File: src/rtl/bwalu_pkg.sv
`timescale 1ns/1ps
package bwalu_pkg;

  localparam int unsigned FLAG_C_BIT = 0;
  localparam int unsigned FLAG_Z_BIT = 1;
  localparam int unsigned FLAG_N_BIT = 2;
  localparam int unsigned FLAG_V_BIT = 8;

  typedef enum logic [3:0] {
    OP_ADD    = 4'd0,
    OP_ADDC   = 4'd1,
    OP_SUB    = 4'd2,
    OP_SUBC   = 4'd3,
    OP_CMP    = 4'd4,
    OP_DECADD = 4'd5,
    OP_AND    = 4'd6,
    OP_TEST   = 4'd7,
    OP_CLR    = 4'd8,
    OP_SET    = 4'd9,
    OP_XOR    = 4'd10,
    OP_RORC   = 4'd11,
    OP_ASR    = 4'd12,
    OP_SWAP   = 4'd13,
    OP_SEXT   = 4'd14,
    OP_RSV    = 4'd15
  } alu_op_e;

  typedef enum logic [2:0] {
    CC_NE = 3'd0,
    CC_EQ = 3'd1,
    CC_NC = 3'd2,
    CC_CS = 3'd3,
    CC_MI = 3'd4,
    CC_GE = 3'd5,
    CC_LT = 3'd6,
    CC_AL = 3'd7
  } cond_e;

  typedef enum logic [1:0] {
    SH_RORC = 2'd0,
    SH_ASR  = 2'd1,
    SH_SWAP = 2'd2,
    SH_SEXT = 2'd3
  } shift_e;

  typedef struct packed {
    logic v;
    logic n;
    logic z;
    logic c;
  } flags_t;

endpackage

File: src/rtl/bwalu_addsub.sv
`timescale 1ns/1ps
// Shared binary adder: dst + (src or ~src) + carry-in, at byte or word width.
module bwalu_addsub #(
  parameter int DATA_W = 16
) (
  input  logic [DATA_W-1:0] a,
  input  logic [DATA_W-1:0] b,
  input  logic              subtract,
  input  logic              byte_mode,
  input  logic              cin,
  output logic [DATA_W-1:0] sum,
  output logic              cout,
  output logic              ovf
);
  localparam int BYTE_W = DATA_W / 2;
  localparam logic [DATA_W-1:0] LOW_MASK = {{(DATA_W-BYTE_W){1'b0}}, {BYTE_W{1'b1}}};

  logic [DATA_W-1:0] mask;
  logic [DATA_W-1:0] a_m;
  logic [DATA_W-1:0] b_m;
  logic [DATA_W:0]   full;
  logic              msb_a;
  logic              msb_b;
  logic              msb_r;

  always_comb begin
    mask  = byte_mode ? LOW_MASK : '1;
    a_m   = a & mask;
    b_m   = (subtract ? ~b : b) & mask;
    full  = {1'b0, a_m} + {1'b0, b_m} + {{DATA_W{1'b0}}, cin};
    sum   = full[DATA_W-1:0] & mask;
    cout  = byte_mode ? full[BYTE_W] : full[DATA_W];
    msb_a = byte_mode ? a_m[BYTE_W-1] : a_m[DATA_W-1];
    msb_b = byte_mode ? b_m[BYTE_W-1] : b_m[DATA_W-1];
    msb_r = byte_mode ? sum[BYTE_W-1] : sum[DATA_W-1];
    ovf   = (msb_a == msb_b) && (msb_r != msb_a);
  end

endmodule

File: src/rtl/bwalu_decadd.sv
`timescale 1ns/1ps
// Ripple decimal adder: one cell per nibble, inter-digit carry of 0..3.
module bwalu_decadd #(
  parameter int DATA_W = 16
) (
  input  logic [DATA_W-1:0] a,
  input  logic [DATA_W-1:0] b,
  input  logic              cin,
  input  logic              byte_mode,
  output logic [DATA_W-1:0] sum,
  output logic              cout
);
  localparam int DIGITS = DATA_W / 4;
  localparam int HALF   = DIGITS / 2;

  logic [1:0] car [0:DIGITS];

  assign car[0] = {1'b0, cin};

  for (genvar g = 0; g < DIGITS; g++) begin : g_digit
    logic [5:0] t;
    logic [1:0] q;
    logic [3:0] k;

    assign t = {2'b00, a[4*g +: 4]} + {2'b00, b[4*g +: 4]} + {4'b0000, car[g]};

    always_comb begin
      if (t >= 6'd30) begin
        q = 2'd3;
        k = 4'd14;
      end else if (t >= 6'd20) begin
        q = 2'd2;
        k = 4'd4;
      end else if (t >= 6'd10) begin
        q = 2'd1;
        k = 4'd10;
      end else begin
        q = 2'd0;
        k = 4'd0;
      end
    end

    // low nibble of t - 10*q, taken modulo 16
    assign sum[4*g +: 4] = t[3:0] - k;
    assign car[g+1]      = q;
  end

  assign cout = byte_mode ? (car[HALF] != 2'd0) : (car[DIGITS] != 2'd0);

endmodule

File: src/rtl/bwalu_shift.sv
`timescale 1ns/1ps
// Single-operand unit: rotate through carry, arithmetic shift, swap, sign extend.
module bwalu_shift import bwalu_pkg::*; #(
  parameter int DATA_W = 16
) (
  input  logic [DATA_W-1:0] d,
  input  logic              cin,
  input  logic              byte_mode,
  input  shift_e            sel,
  output logic [DATA_W-1:0] r,
  output logic              cout
);
  localparam int BYTE_W = DATA_W / 2;
  localparam int HI_W   = DATA_W - BYTE_W;

  always_comb begin
    case (sel)
      SH_RORC: r = byte_mode ? {{HI_W{1'b0}}, cin, d[BYTE_W-1:1]}
                             : {cin, d[DATA_W-1:1]};
      SH_ASR:  r = byte_mode ? {{HI_W{1'b0}}, d[BYTE_W-1], d[BYTE_W-1:1]}
                             : {d[DATA_W-1], d[DATA_W-1:1]};
      SH_SWAP: r = {d[BYTE_W-1:0], d[DATA_W-1:BYTE_W]};
      default: r = {{HI_W{d[BYTE_W-1]}}, d[BYTE_W-1:0]};
    endcase
    cout = d[0];
  end

endmodule

File: src/rtl/bwalu_cond.sv
`timescale 1ns/1ps
// Branch condition evaluator on committed flags.
module bwalu_cond import bwalu_pkg::*; (
  input  flags_t f,
  input  cond_e  sel,
  output logic   taken
);
  always_comb begin
    case (sel)
      CC_NE:   taken = !f.z;
      CC_EQ:   taken = f.z;
      CC_NC:   taken = !f.c;
      CC_CS:   taken = f.c;
      CC_MI:   taken = f.n;
      CC_GE:   taken = (f.n == f.v);
      CC_LT:   taken = (f.n != f.v);
      default: taken = 1'b1;
    endcase
  end
endmodule

File: src/rtl/bwalu.sv
`timescale 1ns/1ps
module bwalu #(
  parameter int DATA_W = 16
) (
  input  logic              clk,
  input  logic              rst_n,
  input  logic              in_valid,
  output logic              in_ready,
  input  logic [3:0]        in_op,
  input  logic              in_byte,
  input  logic [DATA_W-1:0] in_src,
  input  logic [DATA_W-1:0] in_dst,
  output logic              out_valid,
  input  logic              out_ready,
  output logic [DATA_W-1:0] out_result,
  output logic              out_wb,
  output logic              out_flag_we,
  output logic [DATA_W-1:0] flags_word,
  input  logic [2:0]        br_cond,
  output logic              br_taken
);
  import bwalu_pkg::*;

  localparam int BYTE_W = DATA_W / 2;
  localparam logic [DATA_W-1:0] LOW_MASK = {{(DATA_W-BYTE_W){1'b0}}, {BYTE_W{1'b1}}};

  alu_op_e           op;
  flags_t            flag_q;
  flags_t            flag_nx;
  logic              fire_in;
  logic              narrow;
  logic              whole_word_op;
  logic [DATA_W-1:0] mask;
  logic [DATA_W-1:0] src_m;
  logic [DATA_W-1:0] dst_m;
  logic              src_msb;
  logic              dst_msb;

  logic              as_sub;
  logic              as_cin;
  logic [DATA_W-1:0] as_sum;
  logic              as_c;
  logic              as_v;

  logic [DATA_W-1:0] dec_sum;
  logic              dec_c;

  shift_e            sh_sel;
  logic [DATA_W-1:0] sh_in;
  logic [DATA_W-1:0] sh_r;
  logic              sh_c;

  logic [DATA_W-1:0] res;
  logic              fwe;
  logic              wb;

  // ---------------- operand preparation ----------------
  assign op            = alu_op_e'(in_op);
  assign in_ready      = !out_valid || out_ready;
  assign fire_in       = in_valid && in_ready;
  assign whole_word_op = (op == OP_SWAP) || (op == OP_SEXT);
  assign narrow        = in_byte && !whole_word_op;
  assign mask          = narrow ? LOW_MASK : '1;
  assign src_m         = in_src & mask;
  assign dst_m         = in_dst & mask;
  assign src_msb       = narrow ? src_m[BYTE_W-1] : src_m[DATA_W-1];
  assign dst_msb       = narrow ? dst_m[BYTE_W-1] : dst_m[DATA_W-1];

  // ---------------- binary adder ----------------
  assign as_sub = (op == OP_SUB) || (op == OP_SUBC) || (op == OP_CMP);
  assign as_cin = ((op == OP_ADDC) || (op == OP_SUBC)) ? flag_q.c : as_sub;

  bwalu_addsub #(.DATA_W(DATA_W)) u_addsub (
    .a         (dst_m),
    .b         (src_m),
    .subtract  (as_sub),
    .byte_mode (narrow),
    .cin       (as_cin),
    .sum       (as_sum),
    .cout      (as_c),
    .ovf       (as_v)
  );

  // ---------------- decimal adder ----------------
  bwalu_decadd #(.DATA_W(DATA_W)) u_decadd (
    .a         (dst_m),
    .b         (src_m),
    .cin       (flag_q.c),
    .byte_mode (narrow),
    .sum       (dec_sum),
    .cout      (dec_c)
  );

  // ---------------- single-operand unit ----------------
  always_comb begin
    case (op)
      OP_RORC: sh_sel = SH_RORC;
      OP_ASR:  sh_sel = SH_ASR;
      OP_SWAP: sh_sel = SH_SWAP;
      default: sh_sel = SH_SEXT;
    endcase
  end

  assign sh_in = whole_word_op ? in_dst : dst_m;

  bwalu_shift #(.DATA_W(DATA_W)) u_shift (
    .d         (sh_in),
    .cin       (flag_q.c),
    .byte_mode (narrow),
    .sel       (sh_sel),
    .r         (sh_r),
    .cout      (sh_c)
  );

  // ---------------- result and flag selection ----------------
  always_comb begin
    res     = dst_m;
    flag_nx = flag_q;
    fwe     = 1'b1;
    wb      = 1'b1;
    case (op)
      OP_ADD, OP_ADDC, OP_SUB, OP_SUBC, OP_CMP: begin
        res       = as_sum;
        flag_nx.c = as_c;
        flag_nx.v = as_v;
        wb        = (op != OP_CMP);
      end
      OP_DECADD: begin
        res       = dec_sum & mask;
        flag_nx.c = dec_c;
        flag_nx.v = 1'b0;
      end
      OP_AND, OP_TEST: begin
        res       = dst_m & src_m;
        flag_nx.c = (res != '0);
        flag_nx.v = 1'b0;
        wb        = (op == OP_AND);
      end
      OP_XOR: begin
        res       = dst_m ^ src_m;
        flag_nx.c = (res != '0);
        flag_nx.v = dst_msb && src_msb;
      end
      OP_CLR: begin
        res = dst_m & ~src_m;
        fwe = 1'b0;
      end
      OP_SET: begin
        res = dst_m | src_m;
        fwe = 1'b0;
      end
      OP_RORC, OP_ASR: begin
        res       = sh_r;
        flag_nx.c = sh_c;
        flag_nx.v = 1'b0;
      end
      OP_SWAP, OP_SEXT: begin
        res = sh_r;
      end
      default: begin
        res = dst_m;
        fwe = 1'b0;
        wb  = 1'b0;
      end
    endcase
    if (fwe) begin
      flag_nx.n = narrow ? res[BYTE_W-1] : res[DATA_W-1];
      flag_nx.z = (res == '0);
    end
  end

  // ---------------- state ----------------
  always_ff @(posedge clk) begin
    if (!rst_n) begin
      flag_q      <= '0;
      out_valid   <= 1'b0;
      out_result  <= '0;
      out_wb      <= 1'b0;
      out_flag_we <= 1'b0;
    end else if (fire_in) begin
      flag_q      <= flag_nx;
      out_valid   <= 1'b1;
      out_result  <= res;
      out_wb      <= wb;
      out_flag_we <= fwe;
    end else if (out_ready) begin
      out_valid   <= 1'b0;
    end
  end

  always_comb begin
    flags_word             = '0;
    flags_word[FLAG_C_BIT] = flag_q.c;
    flags_word[FLAG_Z_BIT] = flag_q.z;
    flags_word[FLAG_N_BIT] = flag_q.n;
    flags_word[FLAG_V_BIT] = flag_q.v;
  end

  bwalu_cond u_cond (
    .f     (flag_q),
    .sel   (cond_e'(br_cond)),
    .taken (br_taken)
  );

  // ---------------- assertions ----------------
  p_hold_r1: assert property (@(posedge clk) disable iff (!rst_n)
    (out_valid && !out_ready) |=>
      (out_valid && $stable(out_result) && $stable(out_wb) && $stable(out_flag_we)));

  p_zero_flag_r2: assert property (@(posedge clk) disable iff (!rst_n)
    (fire_in && (op inside {OP_ADD, OP_ADDC, OP_SUB, OP_SUBC, OP_CMP})) |=>
      (flags_word[FLAG_Z_BIT] == (out_result == '0)));

  p_logic_carry_r5: assert property (@(posedge clk) disable iff (!rst_n)
    (fire_in && ((op == OP_AND) || (op == OP_TEST))) |=>
      (!flags_word[FLAG_V_BIT] && (flags_word[FLAG_C_BIT] == (out_result != '0))));

  p_flags_keep_r7: assert property (@(posedge clk) disable iff (!rst_n)
    (fire_in && ((op == OP_CLR) || (op == OP_SET) || (op == OP_RSV))) |=>
      ($stable(flags_word) && !out_flag_we));

  p_byte_upper_r10: assert property (@(posedge clk) disable iff (!rst_n)
    (fire_in && in_byte && !whole_word_op) |=>
      (out_result[DATA_W-1:BYTE_W] == '0));

  p_one_beat_r1: assert property (@(posedge clk) disable iff (!rst_n)
    fire_in |=> out_valid);

endmodule

File: config.mk
export PLATFORM = sky130hd
export DESIGN_NAME = bwalu
export DESIGN_NICKNAME = d
export VERILOG_FILES = /design/src/rtl/bwalu_pkg.sv /design/src/rtl/bwalu_addsub.sv /design/src/rtl/bwalu_decadd.sv /design/src/rtl/bwalu_shift.sv /design/src/rtl/bwalu_cond.sv /design/src/rtl/bwalu.sv
export SDC_FILE = /design/constraint.sdc
export NUM_CORES = 1
export LEC_CHECK = 0
export ABC_AREA = 1
export ABC_CLOCK_PERIOD_IN_PS = 9200
export BUFFER_PORTS_ARGS = -buffer_cell sky130_fd_sc_hd__buf_2
export CAP_MARGIN = 30
export CORE_ASPECT_RATIO = 1.1
export CORE_UTILIZATION = 30
export CTS_CLUSTER_SIZE = 20
export DETAILED_ROUTE_END_ITERATION = 8
export PLACE_DENSITY = 0.5
export REMOVE_ABC_BUFFERS = 1
export SLEW_MARGIN = 20
export SYNTH_ARGS = -nofsm -noshare
export SYNTH_HDL_FRONTEND = slang
export SYNTH_SLANG_ARGS = --single-unit
File: constraint.sdc
create_clock -name clk -period 9.2 [get_ports clk]
set_clock_uncertainty 0.15 [all_clocks]
set_input_delay 0.46 -clock clk [delete_from_list [all_inputs] [get_ports clk]]
set_output_delay 0.46 -clock clk [all_outputs]
set_load 0.02 [all_outputs]
# Yosys cells after proc, flatten, opt, wreduce, memory -nomap -nowiden
# Cells that the tools add are included.
word_totals:
  ff_bits: 23
  inputBits: 44
  output_inout_bits: 37
  elab_cells: 154
classes:
  n_addsub: 14
  n_lt_le_gt_ge: 12
  eq_ne: 27
  n_mux: 48
  bitwise_logic: 11
  reduce_logical: 34
ops:
  columns: ["cell", "count"]
  rows:
  - ["bitwise AND 16 bit", 8]
  - ["case mux 16 bit (7 select lines)", 1]
  - ["2-to-1 mux 16 bit", 5]
  - ["greater-or-equal comparator 6 x 5 -> 1 bit (second input constant)", 8]
  - ["2-to-1 mux 4 bit", 12]
  - ["case mux 16 bit (3 select lines)", 1]
  - ["nonzero test 16 bit", 2]
  - ["== test 4 bit (second input constant)", 7]
  - ["greater-or-equal comparator 6 x 4 -> 1 bit (second input constant)", 4]
  - ["adder 4 x 4 -> 5 bit", 4]
  - ["adder 6 x 2 -> 6 bit", 3]
  - ["adder 16 x 16 -> 17 bit", 1]
  - ["adder 17 x 1 -> 17 bit", 1]
  - ["== test 4 x 3 -> 1 bit (second input constant)", 4]
  - ["zero test 16 bit", 1]
  - ["2-to-1 mux 1 bit", 16]
  - ["2-to-1 mux 2 bit", 8]
  - ["inverter 16 bit", 1]
  - ["OR 16 bit", 1]
  - ["subtractor 4 bit", 4]
  - ["bitwise XOR 16 bit", 1]
  - ["OR reduction 13 bit", 1]
  - ["OR reduction 5 bit", 2]
  - ["== test 3 bit (second input constant)", 3]
  - ["27 further kinds", 47]

# Longest topological paths before layout
depth:
  depth_word: 31
  mapped_depth: 59
  depth_no_buf: 59

# Hierarchy
# A second synthesis with hierarchy kept.
unflattened:
  cells_unflattened: 1041
  hier_area_um2: 6169.7
by_module_without_submodules:
  columns: ["mod", "n_inst", "cells_each", "area_each_um2", "seq_area_each_um2"]
  rows:
  - ["bwalu", 1, 543, 3211.8, 460.4]
  - ["bwalu_decadd", 1, 194, 1312.5, 0.0]
  - ["bwalu_addsub", 1, 208, 1158.6, 0.0]
  - ["bwalu_shift", 1, 73, 392.9, 0.0]
  - ["bwalu_cond", 1, 23, 93.8, 0.0]

# Least setup slack after synthesis
# No wires, ideal clock.
synth_timing:
  path_kind: "input to register"
  start: "input in_src[0]"
  end: "register flag_q (netlist bit flags_word[1])"
  setup_time_ns: 0.070
  arrival_time_ns: 7.140
  t_required_ns: 8.980
  setup_slack_ns: 1.840
  stages: 53
  path_buffers: 0
  cell_sequence: "ha_1 fa_1 ha_1 inv_1 nor2_1 nand3_1 nand2_1 nand2_1 inv_1 nand3_1 nand2_1 nand2_1 ha_1 fa_1 xor2_1 nand2_1 nand2_1 nand2_1 (+17 left out) nand3_1 nand2_1 nand2_1 nand2_1 o21ai_1 nand2_1 nand2_1 ha_1 fa_1 o21a_1 nand2_1 a21oi_1 nand3_1 o21ai_1 nand2_1 nor2_1 nand4_1 a21oi_1"
synth_via:
  elab_chain_len: 26
  word_cells_on_any_way: 56
  cone_classes: "11 x add/sub; 12 x order compare; 23 x mux; 9 x bitwise; 1 x reduce/logical"
synth_rtl:
  columns: ["item", "line_no", "source"]
  rows:
  - ["start: declaration", "bwalu.sv:11", "input logic [DATA_W-1:0] in_src,"]
  - ["bitwise AND 16 bit (*)", "bwalu.sv:64", "assign src_m = in_src & mask;"]
  - ["adder 4 x 4 -> 5 bit", "bwalu_decadd.sv:25", "assign t = {2'b00, a[4*g +: 4]} + {2'b00, b[4*g +: 4]} + {4'b0000, car[g]};"]
  - ["adder 6 x 1 -> 6 bit", "bwalu_decadd.sv:25", null]
  - ["greater-or-equal comparator 6 x 4 -> 1 bit", "bwalu_decadd.sv:34", "end else if (t >= 6'd10) begin"]
  - ["2-to-1 mux 1 bit", "bwalu_decadd.sv:34", null]
  - ["2-to-1 mux 2 bit", "bwalu_decadd.sv:31", "end else if (t >= 6'd20) begin"]
  - ["2-to-1 mux 2 bit", "bwalu_decadd.sv:28", "if (t >= 6'd30) begin"]
  - ["adder 6 x 2 -> 6 bit", "bwalu_decadd.sv:25", null]
  - ["(+10 left out)", null, null]
  - ["greater-or-equal comparator 6 x 4 -> 1 bit", "bwalu_decadd.sv:34", null]
  - ["2-to-1 mux 4 bit", "bwalu_decadd.sv:34", null]
  - ["2-to-1 mux 4 bit", "bwalu_decadd.sv:31", null]
  - ["2-to-1 mux 4 bit", "bwalu_decadd.sv:28", null]
  - ["subtractor 4 bit", "bwalu_decadd.sv:44", "assign sum[4*g +: 4] = t[3:0] - k;"]
  - ["bitwise AND 16 bit", "bwalu.sv:129", "res = dec_sum & mask;"]
  - ["case mux 16 bit (7 select lines) (*)", "bwalu.sv:121", "case (op)"]
  - ["zero test 16 bit (*)", "bwalu.sv:168", "flag_nx.z = (res == '0);"]
  - ["end signal: assignment", "bwalu.sv:181", "flag_q <= flag_nx;"]
  - ["end: declaration", "bwalu.sv:28", "flags_t flag_q;"]
# Every way passes the cells marked *; elsewhere a longest branch is shown, timed or not.
# A chain may end at the register's enable or synchronous reset.

# Worst setup path in the final report
layout_timing:
  start: "input in_dst[0]"
  end: "register flag_q (netlist bit flags_word[1])"
layout_via:
  elab_chain_len: 26
  word_cells_on_any_way: 56
  cone_classes: "11 x add/sub; 12 x order compare; 24 x mux; 8 x bitwise; 1 x reduce/logical"
layout_rtl:
  columns: ["item", "line_no", "source"]
  rows:
  - ["start: declaration", "bwalu.sv:12", "input logic [DATA_W-1:0] in_dst,"]
  - ["bitwise AND 16 bit", "bwalu.sv:65", "assign dst_m = in_dst & mask;"]
  - ["adder 4 x 4 -> 5 bit", "bwalu_decadd.sv:25", null]
  - ["adder 6 x 1 -> 6 bit", "bwalu_decadd.sv:25", null]
  - ["greater-or-equal comparator 6 x 4 -> 1 bit", "bwalu_decadd.sv:34", null]
  - ["2-to-1 mux 1 bit", "bwalu_decadd.sv:34", null]
  - ["2-to-1 mux 2 bit", "bwalu_decadd.sv:31", null]
  - ["2-to-1 mux 2 bit", "bwalu_decadd.sv:28", null]
  - ["adder 6 x 2 -> 6 bit", "bwalu_decadd.sv:25", null]
  - ["(+10 left out)", null, null]
  - ["greater-or-equal comparator 6 x 4 -> 1 bit", "bwalu_decadd.sv:34", null]
  - ["2-to-1 mux 4 bit", "bwalu_decadd.sv:34", null]
  - ["2-to-1 mux 4 bit", "bwalu_decadd.sv:31", null]
  - ["2-to-1 mux 4 bit", "bwalu_decadd.sv:28", null]
  - ["subtractor 4 bit", "bwalu_decadd.sv:44", null]
  - ["bitwise AND 16 bit", "bwalu.sv:129", null]
  - ["case mux 16 bit (7 select lines) (*)", "bwalu.sv:121", null]
  - ["zero test 16 bit (*)", "bwalu.sv:168", null]
# Marks and branches as above.

==> out/metrics.csv <==
metric,value,unit
grt_first_pass_wirelength,32900,microns
core_area,18400,sq um
cts.reportedPaths.clkPinSlew,0.06,ns
wl_per_cell,16.4,microns
drt_first_pass_iters,6,
final_nets,1160,
tritoncts,done,
synth_mux_area_share,0,%
pwr-share-clk,13.3,%
num_rows,52,
arrival,8.12,ns
layout-drive-gt1-share,10.0,%
status,completed,
ir_drop,0.103,mV
crit_path_max_fanout,6,
final_cell_mix,"nand2_1, inv_1, nor2_1",
worstSetupPathType,input pin to flip-flop,
die_area,19400,sq um
setup_tns,0,ns
grt_max_degree,33,
route.detailed.drc,0,
cts_setup_buffers,0,
clkSinkCount,23,
reg2reg_from,flags_word[0]$_SDFFE_PN0P_,
overflow,0,
clk_path_buf_depth,2,
switching_share,52.9,%
track_usage,21.5,%
cp_slowest_cell,fa_1,
setup_viol,0,
die_w,133,microns
synthXorXnorAreaFrac,2.77,%
synth_top_family_by_area,simple AND/OR/NAND/NOR gates,
post_dp_cell_area,6170,sq um
cts-root-buf,clkbuf_16,
synth-adder-area-share,21.2,%
finalHoldViolations,0,
drv_cap,0,
pwr-share-comb,70.7,%
postCtsHoldBufs,0,
cp-end-kind,flip-flop,
final_area,6250,sq um
path_common_cell,nand2_1,
fillers,2106,
dp_hpwl,17500,microns
synth_ff_type,dfxtp_1,
p_leak,3.40,nW
fin_crit,8.08,ns
utilization,33.9,%
worst_slew_pin_slew,0.905,ns
startpoint,in_dst[0],
p_seq_share,16.0,%
synth_compound_area_share,18.2,%
start_util,30.7,%
yosysUniqueCellTypes,51,
clock.fmax,124,MHz
drt_iter0_markers,470,
io_pins,81,
viasPerCell,5.04,
antenna_found_initial,0,
cp.required,9.24,ns
num_vias,6401,
worstHoldPathType,flip-flop to flip-flop,
die_y,146,microns
ys_seq_area_share,8.16,%
critPathMaxStageDelay,0.55,ns
synthArstFlopShare,0,%
timing.final.crit_share,87.8,%
syn_inst,972,
ant_nets,0,
yosysWarnings,0,
antennaDiodeCount,0,
final_max_slew_viol_count,0,
h-tree-depth,1,
layout_commonest_cell,nand2_1,
grt_pass1_vias,6159,
intPower,337,uW
area_delta_synth_final,10.7,%
synth_area,5640,sq um
slew_headroom,39.4,%
cellPowerDensity,115,nW/um^2
synth-simple-area-share,36.3,%
insertion_delay,0.26,ns
ys_ff_latch,23,
gp_congestion,0.985,
syn_area_per_cell,5.81,sq um
cts_resized,0,
drt-total-wl,20800,microns
synth_edf_count,0,
critPathLaunchType,input pin,
p_switching,378,uW
worstHoldStart,out_flag_we$_SDFFE_PN0P_,
numCtsBuffers,3,
rsz0062_at_grt,no,
port_buffers,68,
==> cell families (layout without fill, tap and decap cells) <==
group,count (synthesis),after routing
buffers and inverters,180,224
and+or+nand+nor,477,477
other,1,12
adders and majority gates,88,88
AOI/OAI and AO/OA,186,186
DFF,23,23
xor gates and xnor gates,17,17
==> final cells by class <==
| type | instances | area (sq um) | area share, % |
|---|---|---|---|
| tap | 243 | 304 | 4.87 |
| sequential | 23 | 460 | 7.37 |
| clock buffer | 3 | 75.1 | 1.20 |
| timing repair buffer | 72 | 370 | 5.93 |
| multi-input combinational | 780 | 4480 | 71.7 |
| inverter | 148 | 556 | 8.89 |
| clock inverter | 1 | 5.00 | 0.0801 |
==> power groups by stage <==
stage	registers [mW]	logic, mW	clock network [mW]
after CTS	0.114	0.509	0.0971
after floorplan	0.127	0.341	0
after global routing	0.115	0.576	0.101
final	0.114	0.506	0.0953
after detailed placement	0.116	0.506	0
after global placement	0.116	0.510	0
==> cell usage after synthesis, types with 2 or more instances <==
master	instances	area, sq um
buf_2	7	35.0
o22ai_1	4	25.0
inv_1	142	533
nand3b_1	3	22.5
xor2_1	15	131
nand3_1	77	385
a21oi_1	79	395
clkbuf_1	8	30.0
a221oi_1	4	35.0
nand2_2	6	37.5
a211oi_1	2	15.0
or2_2	2	12.5
fa_1	13	260
nor2_2	4	25.0
dfxtp_1	23	460
o21ai_1	12	60.1
o2111ai_1	2	17.5
o21a_1	2	15.0
o211ai_1	6	45.0
inv_2	6	22.5
nor4_1	8	50.1
buf_6	2	22.5
nor2_1	88	330
nor3_1	14	70.1
a21o_1	3	22.5
nand2_1	249	935
buf_4	14	105
o21ai_0	62	310
ha_1	75	938
nand4_1	19	119
==> final timing paths <==
path / to / slack [ns] / depth (start not counted)
worst max-delay path: flags_word[1]$_SDFFE_PN0P_ / 1.12 / 52
worst min-delay path: out_flag_we$_SDFFE_PN0P_ / 0.32 / 2
worst min register to register: out_flag_we$_SDFFE_PN0P_ / 0.32 / 2
worst max register to register: flags_word[1]$_SDFFE_PN0P_ / 1.62 / 50
==> state kept, by name, indices dropped and copies added (netlist names) <==
signal / cells
out_valid: 1
out_result: 16
out_flag_we: 1
out_wb: 1
flags_word: 4
==> metrics by stage <==
| stage | worst slack, ns | std cells | hold WS, ns | power (mW) |
|---|---|---|---|---|
| finish | 1.12 | 1270 | 0.324 | 0.715 |
| floorplan | 1.82 | 951 | 0.394 | 0.468 |
| detailed placement | 0.846 | 1266 | 0.312 | 0.622 |
| global placement | 1.02 | 1266 | 0.314 | 0.626 |
| global route | 0.265 | 1270 | 0.348 | 0.792 |
| CTS | 1.11 | 1270 | 0.322 | 0.721 |
==> layer usage <==
metal | vias up | routed length, microns | track usage, %
li1 | 3273 | - | -
met1 | 2878 | 9400 | 28.5
met2 | 218 | 9800 | 37.2
met3 | 32 | 1150 | 1.60
met4 | 0 | 499 | 5.46
met5 | - | 0 | 0
==> worst max-delay path: cells and delay by family <==
family                   cells  cell delay [ns]
buffers and inverters        4             0.33
AO/OA/AOI/OAI                5             0.64
adder cells (fa/ha/maj)     11             3.54
XOR/XNOR                     1             0.35
AND/OR/NAND/NOR             31             2.79
(Power assumes the default switching activity.)
